<file path="config.mk">
export PLATFORM = sky130hd
export DESIGN_NAME = virt_irq_status
export DESIGN_NICKNAME = d
export VERILOG_FILES = /design/src/rtl/virt_irq_pkg.sv /design/src/rtl/virt_irq_ctrl.sv /design/src/rtl/virt_irq_dp.sv /design/src/rtl/virt_irq_status.sv
export SDC_FILE = /design/constraint.sdc
export NUM_CORES = 1
export LEC_CHECK = 0
export BUFFER_PORTS_ARGS = -buffer_cell sky130_fd_sc_hd__buf_2
export CAP_MARGIN = 20
export CORE_AREA = 2 2 83 85
export DETAILED_ROUTE_END_ITERATION = 7
export DIE_AREA = 0 0 85 87
export GPL_ROUTABILITY_DRIVEN = 0
export PLACE_DENSITY_LB_ADDON = 0.25
export RECOVER_POWER = 25
export SYNTH_ARGS = -nofsm -noshare
export SYNTH_HDL_FRONTEND = slang
export SYNTH_SLANG_ARGS = --single-unit
</file>
<file path="constraint.sdc">
create_clock -name clk -period 0.9 [get_ports clk]
set_clock_uncertainty 0.1 [all_clocks]
set_input_delay 0.045 -clock clk [delete_from_list [all_inputs] [get_ports clk]]
set_output_delay 0.045 -clock clk [all_outputs]
set_load 0.005 [all_outputs]
</file>
<file path="src/rtl/virt_irq_pkg.sv">
package virt_irq_pkg;
  typedef enum logic [1:0] {
    SEL_EXT    = 2'd0,
    SEL_ALLINT = 2'd1,
    SEL_STATUS = 2'd2,
    SEL_NONE   = 2'd3
  } regSel_e;

  // extension register field positions
  localparam int EXT_TRAP_BIT   = 0;
  localparam int EXT_IRQSEL_BIT = 1;
  localparam int EXT_FIQSEL_BIT = 2;
  localparam int EXT_BITS       = 3;

  // processor-state and status word positions
  localparam int ALLINT_BIT = 13;
  localparam int IS_BIT     = 10;
  localparam int FS_BIT     = 9;
  localparam int I_BIT      = 7;
  localparam int F_BIT      = 6;

  typedef struct packed {
    logic extWr;
    logic allintWr;
    logic allintVal;
    logic trap;
    logic illegal;
  } ctrlStrobe_t;
endpackage

</file>
<file path="src/rtl/virt_irq_ctrl.sv">
module virt_irq_ctrl
  import virt_irq_pkg::*;
#(
  parameter bit HAS_NMI = 1'b1
) (
  input  logic        wrEn,
  input  logic [1:0]  regSel,
  input  logic [1:0]  curLevel,
  input  logic        allintBit,
  input  logic        trapEn,
  output ctrlStrobe_t strb
);
  regSel_e selDec;
  logic    isAllintWr;
  logic    unusedCtrl;

  assign selDec     = regSel_e'(regSel);
  assign isAllintWr = wrEn && (selDec == SEL_ALLINT);
  assign unusedCtrl = ^{curLevel, allintBit, trapEn, isAllintWr};

  generate
    if (HAS_NMI) begin : g_nmi
      logic fromLevel0;
      logic fromLevel1;
      always_comb begin
        fromLevel0     = (curLevel == 2'd0);
        fromLevel1     = (curLevel == 2'd1);
        strb.extWr     = wrEn && (selDec == SEL_EXT);
        strb.illegal   = isAllintWr && fromLevel0;
        // only setting is trapped; clearing always goes through
        strb.trap      = isAllintWr && fromLevel1 && trapEn && allintBit;
        strb.allintWr  = isAllintWr && !strb.illegal && !strb.trap;
        strb.allintVal = allintBit;
      end
    end else begin : g_plain
      always_comb begin
        strb.extWr     = wrEn && (selDec == SEL_EXT);
        strb.illegal   = 1'b0;
        strb.trap      = 1'b0;
        strb.allintWr  = 1'b0;
        strb.allintVal = 1'b0;
      end
    end
  endgenerate
endmodule

</file>
<file path="src/rtl/virt_irq_dp.sv">
module virt_irq_dp
  import virt_irq_pkg::*;
#(
  parameter int DATA_W  = 64,
  parameter bit HAS_NMI = 1'b1
) (
  input  logic                clk,
  input  logic                rstN,
  input  ctrlStrobe_t         strb,
  input  logic [EXT_BITS-1:0] extWrBits,
  input  logic [1:0]          regSel,
  input  logic                hypImo,
  input  logic                hypFmo,
  input  logic                hypVi,
  input  logic                hypVf,
  input  logic                extVirq,
  input  logic                extVfiq,
  input  logic                extVinmi,
  input  logic                physIrq,
  input  logic                physFiq,
  input  logic                physNmi,
  output logic                virqPend,
  output logic                vfiqPend,
  output logic                vinmiPend,
  output logic                vfnmiPend,
  output logic [DATA_W-1:0]   statusWord,
  output logic [DATA_W-1:0]   regRdData,
  output logic                trapEn,
  output logic                allintState
);
  localparam logic [EXT_BITS-1:0] EXT_MASK = HAS_NMI ? {EXT_BITS{1'b1}} : {EXT_BITS{1'b0}};

  logic [EXT_BITS-1:0] extReg;
  logic                allintQ;
  logic                irqSteer;
  logic                fiqSteer;

  always_ff @(posedge clk or negedge rstN) begin
    if (!rstN) begin
      extReg <= '0;
    end else if (strb.extWr) begin
      extReg <= extWrBits & EXT_MASK;
    end
  end

  always_ff @(posedge clk or negedge rstN) begin
    if (!rstN) begin
      allintQ <= 1'b0;
    end else if (strb.allintWr) begin
      allintQ <= strb.allintVal;
    end
  end

  assign irqSteer    = extReg[EXT_IRQSEL_BIT];
  assign fiqSteer    = extReg[EXT_FIQSEL_BIT];
  assign trapEn      = extReg[EXT_TRAP_BIT];
  assign allintState = allintQ;

  // injection bits go to either the normal or the superpriority line
  always_comb begin
    virqPend  = (hypVi && !irqSteer) || extVirq;
    vinmiPend = (hypVi &&  irqSteer) || extVinmi;
    vfiqPend  = (hypVf && !fiqSteer) || extVfiq;
    vfnmiPend =  hypVf &&  fiqSteer;
  end

  always_comb begin
    statusWord = '0;
    if (hypImo) begin
      statusWord[I_BIT]  = virqPend || vinmiPend;
      statusWord[IS_BIT] = vinmiPend;
    end else begin
      statusWord[I_BIT]  = physIrq || physNmi;
      statusWord[IS_BIT] = physNmi;
    end
    if (hypFmo) begin
      statusWord[F_BIT]  = vfiqPend || vfnmiPend;
      statusWord[FS_BIT] = vfnmiPend;
    end else begin
      statusWord[F_BIT]  = physFiq;
    end
  end

  always_comb begin
    regRdData = '0;
    case (regSel_e'(regSel))
      SEL_EXT:    regRdData[EXT_BITS-1:0] = extReg;
      SEL_ALLINT: regRdData[ALLINT_BIT]   = allintQ;
      SEL_STATUS: regRdData               = statusWord;
      default:    regRdData               = '0;
    endcase
  end
endmodule

</file>
<file path="src/rtl/virt_irq_status.sv">
module virt_irq_status
  import virt_irq_pkg::*;
#(
  parameter int DATA_W  = 64,
  parameter bit HAS_NMI = 1'b1
) (
  input  logic              clk,
  input  logic              rstN,
  input  logic              wrEn,
  input  logic [1:0]        regSel,
  input  logic [DATA_W-1:0] wrData,
  input  logic [1:0]        curLevel,
  input  logic              hypImo,
  input  logic              hypFmo,
  input  logic              hypVi,
  input  logic              hypVf,
  input  logic              extVirq,
  input  logic              extVfiq,
  input  logic              extVinmi,
  input  logic              physIrq,
  input  logic              physFiq,
  input  logic              physNmi,
  output logic [DATA_W-1:0] regRdData,
  output logic [DATA_W-1:0] statusWord,
  output logic              virqPend,
  output logic              vfiqPend,
  output logic              vinmiPend,
  output logic              vfnmiPend,
  output logic              trapOut,
  output logic              illegalOut
);
  ctrlStrobe_t strb;
  logic        trapEn;
  logic        allintState;
  logic        unusedWrBits;

  assign unusedWrBits = ^wrData;

  virt_irq_ctrl #(.HAS_NMI(HAS_NMI)) ctrl_i (
    .wrEn      (wrEn),
    .regSel    (regSel),
    .curLevel  (curLevel),
    .allintBit (wrData[ALLINT_BIT]),
    .trapEn    (trapEn),
    .strb      (strb)
  );

  virt_irq_dp #(.DATA_W(DATA_W), .HAS_NMI(HAS_NMI)) dp_i (
    .clk         (clk),
    .rstN        (rstN),
    .strb        (strb),
    .extWrBits   (wrData[EXT_BITS-1:0]),
    .regSel      (regSel),
    .hypImo      (hypImo),
    .hypFmo      (hypFmo),
    .hypVi       (hypVi),
    .hypVf       (hypVf),
    .extVirq     (extVirq),
    .extVfiq     (extVfiq),
    .extVinmi    (extVinmi),
    .physIrq     (physIrq),
    .physFiq     (physFiq),
    .physNmi     (physNmi),
    .virqPend    (virqPend),
    .vfiqPend    (vfiqPend),
    .vinmiPend   (vinmiPend),
    .vfnmiPend   (vfnmiPend),
    .statusWord  (statusWord),
    .regRdData   (regRdData),
    .trapEn      (trapEn),
    .allintState (allintState)
  );

  assign trapOut    = strb.trap;
  assign illegalOut = strb.illegal;
endmodule

</file>
==> flow_summary_export.csv, run 1 <==
group,metric,value,unit
logic_synthesis,synthMuxAreaShare,3.647,%
final_layout,multi_input_area,747.0,sq um
clock_tree,clock-sinks,4,
sta,drv_slew,0,
sta,post-route-min-period,1217,ps
sta,fmax,0.8217,GHz
run_status,status,"complete, but fails checks",
final_layout,fillerInstances,759,
pwr,power_density,919.5,nW/um^2
clock_tree,cts_hold_buf,1,
worst_setup_path,crit_chain,"a21oi_2, a21oi_2, nor2b_4, buf_2",
die,rows,30,
pwr,swShare,35.54,%
sta,setup_violations,16,
logic_synthesis,yosysTopAreaCellShare,70.52,%
worst_setup_path,reg2reg_slack,-190,ps
route,drt_iter0_drc,5,
pwr,intPower,0.7668,mW
final_layout,final_cell_area,1294,sq um
worst_setup_path,crit_fanout,3,
hold_path,hold_depth,2,
worst_setup_path,critPathSlowestCell,"dfrtp_1",
placement,place_hpwl,1902,microns
final_layout,diodes,0,
pwr,ir_worst_vdd,329.7,uV
final_layout,area_delta_synth_final,4.762,%
final_layout,layout.nets,292,
clock_tree,cts_buffer_depth,2,
global_route,grt-ovfl-total,0,
route,via_count,797,
logic_synthesis,synth_area_leaders,"buf_4, dfrtp_1, mux2_4, nor3_1, a21oi_1",
logic_synthesis,synth-simple-area-share,11.85,%
worst_setup_path,worstSetupEndpointType,"primary output",
worst_setup_path,slowest_delay,390,ps
run_status,violations,"negative hold slack, negative setup slack",
clock_tree,numCtsBuffers,3,
pwr,p_seq_share,20.8,%
worst_setup_path,worstSetupStartpoint,"dp_i.extReg[1]",
route,drtPass1Iterations,2,
sta,period_share,135.2,%
clock_tree,root_buffer,"clkbuf_8",
logic_synthesis,yosysTopAreaCell,"buf_4",
clock_tree,cts_tree,"yes",
final_layout,seq_area,100.1,sq um
die,io-pin-count,215,
worst_setup_path,cp_top_family,"flip-flops",
worst_setup_path,crit_arrival,1070,ps
worst_setup_path,reg2regPathDepth,3,
worst_setup_path,r2r-start,"dp_i.extReg[1]",
logic_synthesis,ys_seq_elements,4,
logic_synthesis,synth_compound_area_share,4.053,%
placement,dp_slack,-135.3,ps
logic_synthesis,syn_inst,161,
logic_synthesis,post-synth-top-count-cell,"buf_4",
clock_tree,clock_latency,210,ps
logic_synthesis,ys_seq_area_share,8.105,%
worst_setup_path,r2r-end,"dp_i.extReg[1]",
sta,finalHoldViolations,3,
global_route,grt_pass1_vias,562,
global_route,grt_max_degree,5,
logic_synthesis,syn_avg_cell_area,7.670,sq um
pwr,pwr-share-clk,32.4,%
die,die-width,85,microns
placement,port_buffers,38,
worst_setup_path,crit_buf_inv,1,
global_route,grtUsageTotal,4.802,%
sta,setup_slack,-317.0,ps
logic_synthesis,synth_fa_ha_area_share,0,%
pwr,p_sw,0.4228,mW
route,drc,0,
sta,hold_ws,-34.92,ps
hold_path,hp-class,"in2reg",
logic_synthesis,synth_xor_area_share,0,%
logic_synthesis,yosysWarnings,0,
die,die_area,7395,sq um
clock_tree,htree_levels,1,
worst_setup_path,worst_path_most_repeated_cell,"a21oi_2",
pwr,p_total,1.190,mW
final_layout,drive_gt1_share,33.49,%
logic_synthesis,synth_common_cells,"buf_4, nor3_1, a21oi_1, inv_1, nor2_1",
route,wl,2098,microns
logic_synthesis,synth_area,1235,sq um
worst_setup_path,critPathRequiredTime,750,ps
die,die_h,87,microns
logic_synthesis,synth_top_family_by_area,"buffers and inverters",
logic_synthesis,synthDistinctLibCells,20,
worst_setup_path,cp.depth,4,
clock_tree,cts.clk_slew.worst_paths,30,ps
sta,rsz0062_at_grt,"true",
flow_run,maxCapViolCount,0,
pwr,pwr-share-comb,46.8,%
global_route,antenna_found_initial,0,
logic_synthesis,synth_ff_type,"dfrtp_1",
worst_setup_path,start_kind,"flop",
pwr,power_leakage,0.8138,nW
die,core-area,6569,sq um
route,wl_per_cell,7.260,microns
hold_path,hp-start,"wrData[0]",
route,ant_nets,0,
logic_synthesis,synth_edf_count,0,
logic_synthesis,async_flop_share,100.0,%
hold_path,hold_end,"dp_i.extReg[0]",
global_route,grt_pass1_wl,2677,microns
placement,postPlaceCellArea,1119,sq um
die,start_util,18.80,%
route,vias_per_cell,2.758,
worst_setup_path,path_class,"reg2out",
[cell usage in the layout (no fill, tap or decap)]
cell type	n
a21o_1	2
a21oi_1	2
a21oi_2	3
and2_4	2
and3b_2	1
buf_2	33
buf_4	5
buf_6	6
clkbuf_1	1
clkbuf_8	3
conb_1	116
dfrtp_1	4
dlygate4sd3_1	1
inv_1	2
inv_2	2
inv_4	1
mux2_4	3
nand2_2	1
nand2_4	1
nand2b_4	2
nand3_2	1
nand3b_4	1
nor2_1	5
nor2_2	1
nor2b_1	2
nor2b_4	1
nor3_1	3
nor3_2	2
nor3_4	1
o32a_1	1
[worst max path at each step]
stage / slack (ps) / end
after detailed placement: -140 / regRdData[10]
after global placement: -120 / regRdData[10]
after floorplan: -6 / dp_i.allintState
after CTS: -360 / regRdData[10]
after global routing: -380 / regRdData[10]
final: -320 / regRdData[10]
[worst register-to-register path, stage by stage (launching register included)]
cell	delay (ps)
dfrtp_1	390
buf_4	140
buf_6	100
mux2_4	240
[state kept, by name, indices dropped and copies added, names as in the netlist]
register,count
dp_i.allintState,1
dp_i.extReg,3
[kinds of logic (layout without fill, tap and decap cells)]
family          count (synthesis)  after routing
compound gates                  8              8
flops                           4              4
mux                             3              3
other cells                     1            116
simple gates                   24             24
buf+inv                       121             54
[area by class of cell]
cell class	instances	area share, %
clock buffer	3	3.191
timing repair buffer	46	21.95
sequential	4	7.737
multi-input combinational	151	57.74
tap	80	7.737
inverter	5	1.644
[metrics by stage]
step	setup TNS, ps	utilization [%]	std cells
final	-3079	19.70	289
after global routing	-3831	19.70	289
after CTS	-3277	18.91	287
after detailed placement	-586.3	17.03	281
after global placement	-536.1	17.03	281
after floorplan	-6.263	-	276
[power by group through the flow]
| stage | combinational, mW | sequential, mW | clock, mW |
|---|---|---|---|
| floorplan | 0.613 | 0.237 | 0 |
| global placement | 0.414 | 0.247 | 0 |
| detailed placement | 0.415 | 0.247 | 0 |
| CTS | 0.488 | 0.251 | 0.413 |
| global route | 0.631 | 0.252 | 0.419 |
| finish | 0.556 | 0.247 | 0.386 |
[routing by layer]
metal | track usage, % | wire, microns | up-vias
li1 | - | - | 364
met1 | 5.565 | 750 | 349
met2 | 7.386 | 963 | 82
met3 | 3.033 | 375 | 2
met4 | 1.299 | 8 | 0
met5 | 0 | 0 | -
[timing repair]
action,in CTS,in global routing
gates resized for setup,14,9
endpoints found under the hold margin,7,3
pin swaps,6,4
setup buffers,2,2
endpoints found under the setup margin,15,17
(Power assumes the default switching activity.)
==> inputs of run 2 (changes only) <==
- clock period: 0.9 -> 1.1 ns (I/O delays scaled with it)
==> flow_summary_export.csv, run 2 (same netlist as run 1, synthesis figures left out) <==
group,metric,value,unit
sta,fmax,0.7931,GHz
clock_tree,clock_latency,210,ps
final_layout,final_cell_mix,"conb_1, buf_2, nor3_1",
sta,setup_slack,-160.9,ps
global_route,grtUsageTotal,4.228,%
worst_setup_path,path_class,"reg2out",
clock_tree,clock-sinks,4,
clock_tree,cts.clk_slew.worst_paths,30,ps
route,vias_per_cell,2.704,
worst_setup_path,start_kind,"flop",
global_route,grt_max_degree,7,
sta,finalSetupTns,-573.2,ps
die,io-pin-count,215,
route,drt_iter0_drc,3,
sta,rsz0062_at_grt,"true",
die,die_h,87,microns
global_route,grt_pass1_wl,2497,microns
pwr,swShare,34.16,%
pwr,p_seq_share,23.3,%
route,ant_nets,0,
route,wl_per_cell,6.422,microns
run_status,status,"complete, but fails checks",
die,core-area,6569,sq um
pwr,p_sw,0.2971,mW
global_route,grt_pass1_vias,545,
final_layout,multi_input_area,689.4,sq um
final_layout,top_register,"dp_i.extReg",
hold_path,hp-class,"in2reg",
clock_tree,htree_levels,1,
sta,setup_violations,8,
route,drc,0,
flow_run,maxCapViolCount,0,
final_layout,seq_area,100.1,sq um
final_layout,fin_cells,287,
placement,dp_slack,0.7158,ps
final_layout,layout.nets,290,
pwr,ir_worst_vdd,415.8,uV
pwr,pwr-share-comb,42.1,%
die,start_util,18.80,%
pwr,power_density,721.1,nW/um^2
die,die-width,85,microns
final_layout,diodes,0,
pwr,intPower,0.5726,mW
die,rows,30,
worst_setup_path,crit_fanout,2,
worst_setup_path,critPathRequiredTime,940,ps
sta,period_share,114.6,%
worst_setup_path,worstSetupEndpointType,"primary output",
sta,drv_slew,0,
route,drtPass1Iterations,2,
clock_tree,numCtsBuffers,3,
placement,place_inst,279,
global_route,grt-ovfl-total,0,
placement,port_buffers,38,
global_route,antenna_found_initial,0,
placement,place_hpwl,1728,microns
pwr,pwr-share-clk,34.6,%
final_layout,fillerInstances,737,
die,die_area,7395,sq um
final_layout,area_delta_synth_final,-2.330,%
worst_setup_path,crit_arrival,1110,ps
final_layout,drive_gt1_share,27.54,%
pwr,power_leakage,0.7654,nW
sta,finalHoldViolations,0,
clock_tree,cts_tree,"yes",
clock_tree,root_buffer,"clkbuf_8",
final_layout,layout_commonest_cell,"conb_1",
run_status,violations,"negative setup slack",
route,wl,1843,microns
clock_tree,cts_buffer_depth,2,
sta,post-route-min-period,1261,ps
final_layout,largest_register_ffs,3,
route,via_count,776,
-- run 2: cell types whose count changed in the layout (fill, tap and decap cells not counted), sizes merged --
cell         delta
buf             -5
dlygate4sd3     +3
-- run 2: per-stage QoR --
stage	util [%]	instance area (sq um)	hold WS, ps	power [mW]
2_1_floorplan	-	1667	-340.6	0.6897
3_3_place_gp	16.65	1094	-231.9	0.5247
3_5_place_dp	16.65	1094	-233.4	0.5251
4_1_cts	18.02	1184	10.82	0.8548
5_1_grt	18.36	1206	26.39	0.9580
6_report	18.36	1206	10.29	0.8697
-- run 2: layer usage --
| metal | up-vias | track usage (%) | part of all wire, % |
|---|---|---|---|
| met2 | 80 | 7.670 | 54 |
| met5 | - | 0 | 0 |
| li1 | 364 | - | - |
| met4 | 0 | 0.8658 | 0 |
| met3 | 0 | 1.896 | 16 |
| met1 | 332 | 4.540 | 30 |
-- run 2: layout make-up --
class / instances / share of cell area [%]
Clock buffer: 3 / 3.423
Multi-Input combinational cell: 151 / 57.16
Sequential cell: 4 / 8.299
Timing Repair Buffer: 44 / 21.27
Tap cell: 80 / 8.299
Inverter: 5 / 1.556
-- run 2: final timing paths --
kind                                   from               end  slack, ps  depth (start not counted)
max in group asynchronous              rstN    dp_i.extReg[1]        620                          2
min                              wrData[13]  dp_i.allintState         10                          2
max                          dp_i.extReg[1]     regRdData[10]       -160                          4
max reg2reg                  dp_i.extReg[1]    dp_i.extReg[1]        100                          2
min reg2reg                dp_i.allintState  dp_i.allintState        390                          1
min in group asynchronous              rstN  dp_i.allintState        100                          2
-- run 2: what timing repair did --
| item | CTS | global route |
|---|---|---|
| pin swaps | 3 | 5 |
| endpoints found under the setup margin | 10 | 11 |
| hold buffers | 4 | 0 |
| buffers inserted | 0 | 1 |
| endpoints found under the hold margin | 7 | 0 |
| resized for setup | 4 | 5 |
-- run 2: power by group through the flow --
| stage | Sequential, mW | Combinational [mW] | Clock [mW] |
|---|---|---|---|
| after CTS | 0.205 | 0.340 | 0.309 |
| after global routing | 0.208 | 0.426 | 0.324 |
| final | 0.202 | 0.366 | 0.301 |
| after detailed placement | 0.204 | 0.321 | 0 |
| after global placement | 0.204 | 0.321 | 0 |
| after floorplan | 0.193 | 0.497 | 0 |
-- run 2: critical path, cell delays in order (launching register included) --
cell and delay, ps:
dfrtp_1 390, a21oi_2 190, a21oi_2 70, nor2b_1 120, buf_2 120
==> inputs of run 3 (changes only) <==
- MAX_ROUTING_LAYER: default -> met4
==> flow_summary_export.csv, run 3 (same netlist as run 1, synthesis figures left out) <==
group,metric,value,unit
final_layout,fillerInstances,737,
final_layout,final_cell_mix,"conb_1, buf_2, nor3_1",
pwr,power_density,721.3,nW/um^2
pwr,ir_worst_vdd,416.1,uV
clock_tree,cts_tree,"yes",
clock_tree,clock-sinks,4,
global_route,grtUsageTotal,4.351,%
worst_setup_path,crit_arrival,1110,ps
final_layout,utilization,18.36,%
global_route,grt_pass1_vias,545,
sta,rsz0062_at_grt,"true",
sta,finalSetupTns,-586.0,ps
placement,place_hpwl,1728,microns
route,via_count,776,
die,core-area,6569,sq um
die,die-width,85,microns
die,die_h,87,microns
worst_setup_path,reg2reg_slack,100,ps
run_status,violations,"negative setup slack",
final_layout,top_register,"dp_i.extReg",
route,wl_per_cell,6.425,microns
placement,port_buffers,38,
worst_setup_path,crit_fanout,2,
worst_setup_path,critPathRequiredTime,940,ps
sta,period_share,114.8,%
clock_tree,root_buffer,"clkbuf_8",
sta,post-route-min-period,1263,ps
final_layout,layout.nets,290,
placement,dp_slack,0.7158,ps
die,io-pin-count,215,
global_route,grt_pass1_wl,2497,microns
worst_setup_path,start_kind,"flop",
global_route,antenna_found_initial,0,
global_route,grt_max_degree,7,
run_status,status,"complete, but fails checks",
sta,drv_slew,0,
route,drtPass1Iterations,2,
route,drt_iter0_drc,3,
clock_tree,numCtsBuffers,3,
die,rows,30,
worst_setup_path,path_class,"reg2out",
clock_tree,cts.clk_slew.worst_paths,30,ps
route,drc,0,
final_layout,multi_input_area,689.4,sq um
final_layout,largest_register_ffs,3,
route,ant_nets,0,
pwr,power_leakage,0.7654,nW
final_layout,diodes,0,
die,die_area,7395,sq um
sta,finalHoldViolations,0,
final_layout,layout_commonest_cell,"conb_1",
sta,setup_violations,8,
sta,fmax,0.7920,GHz
final_layout,seq_area,100.1,sq um
sta,setup_slack,-162.6,ps
clock_tree,clock_latency,210,ps
clock_tree,cts_buffer_depth,2,
flow_run,maxCapViolCount,0,
route,vias_per_cell,2.704,
route,wl,1844,microns
die,start_util,18.80,%
clock_tree,htree_levels,1,
final_layout,drive_gt1_share,27.54,%
global_route,grt-ovfl-total,0,
hold_path,hp-class,"in2reg",
pwr,p_total,0.8700,mW
final_layout,area_delta_synth_final,-2.330,%
worst_setup_path,worstSetupEndpointType,"primary output",
==> run 3: area by class of cell <==
class	instances	area share [%]
multi-input combinational	151	57.16
timing repair buffer	44	21.27
sequential	4	8.299
tap	80	8.299
clock buffer	3	3.423
inverter	5	1.556
==> run 3: through the flow <==
stage                     hold slack, ps  instances  instance area, sq um
final                              10.29        287                  1206
after global routing               26.39        287                  1206
after CTS                          10.82        286                  1184
after detailed placement          -233.4        279                  1094
after global placement            -231.9        279                  1094
after floorplan                   -340.6        276                  1667
==> run 3: where the power goes <==
part / switching, mW / internal, mW
Combinational: 0.204 / 0.163
Sequential: 0.0252 / 0.177
Clock: 0.0683 / 0.233
Total: 0.297 / 0.573
==> run 3: worst paths after layout <==
kind,from,endpoint,cells past startpoint
worst max-delay path,dp_i.extReg[1],regRdData[10],4
worst min-delay path,wrData[13],dp_i.allintState,2
worst max register to register,dp_i.extReg[1],dp_i.extReg[1],2
worst min register to register,dp_i.allintState,dp_i.allintState,1
max in group asynchronous,rstN,dp_i.extReg[1],2
min in group asynchronous,rstN,dp_i.allintState,2
==> run 3: worst max-delay path: stages, from the launching register on <==
cell	delay (ps)
dfrtp_1	390
a21oi_2	190
a21oi_2	70
nor2b_1	120
buf_2	120
==> run 3: timing repair <==
item / in CTS / in global routing
gates resized for setup: 4 / 5
hold endpoints to repair: 7 / 0
pin swaps: 3 / 5
hold buffers: 4 / 0
buffers inserted: 0 / 1
setup endpoints to repair: 10 / 11
==> run 3: per-layer routing <==
layer | GRT usage, % | vias up | share of wire, %
li1 | - | 364 | -
met1 | 4.654 | 332 | 31
met2 | 7.670 | 80 | 54
met3 | 1.706 | 0 | 15
met4 | 0.8658 | 0 | 0
met5 | - | - | 0
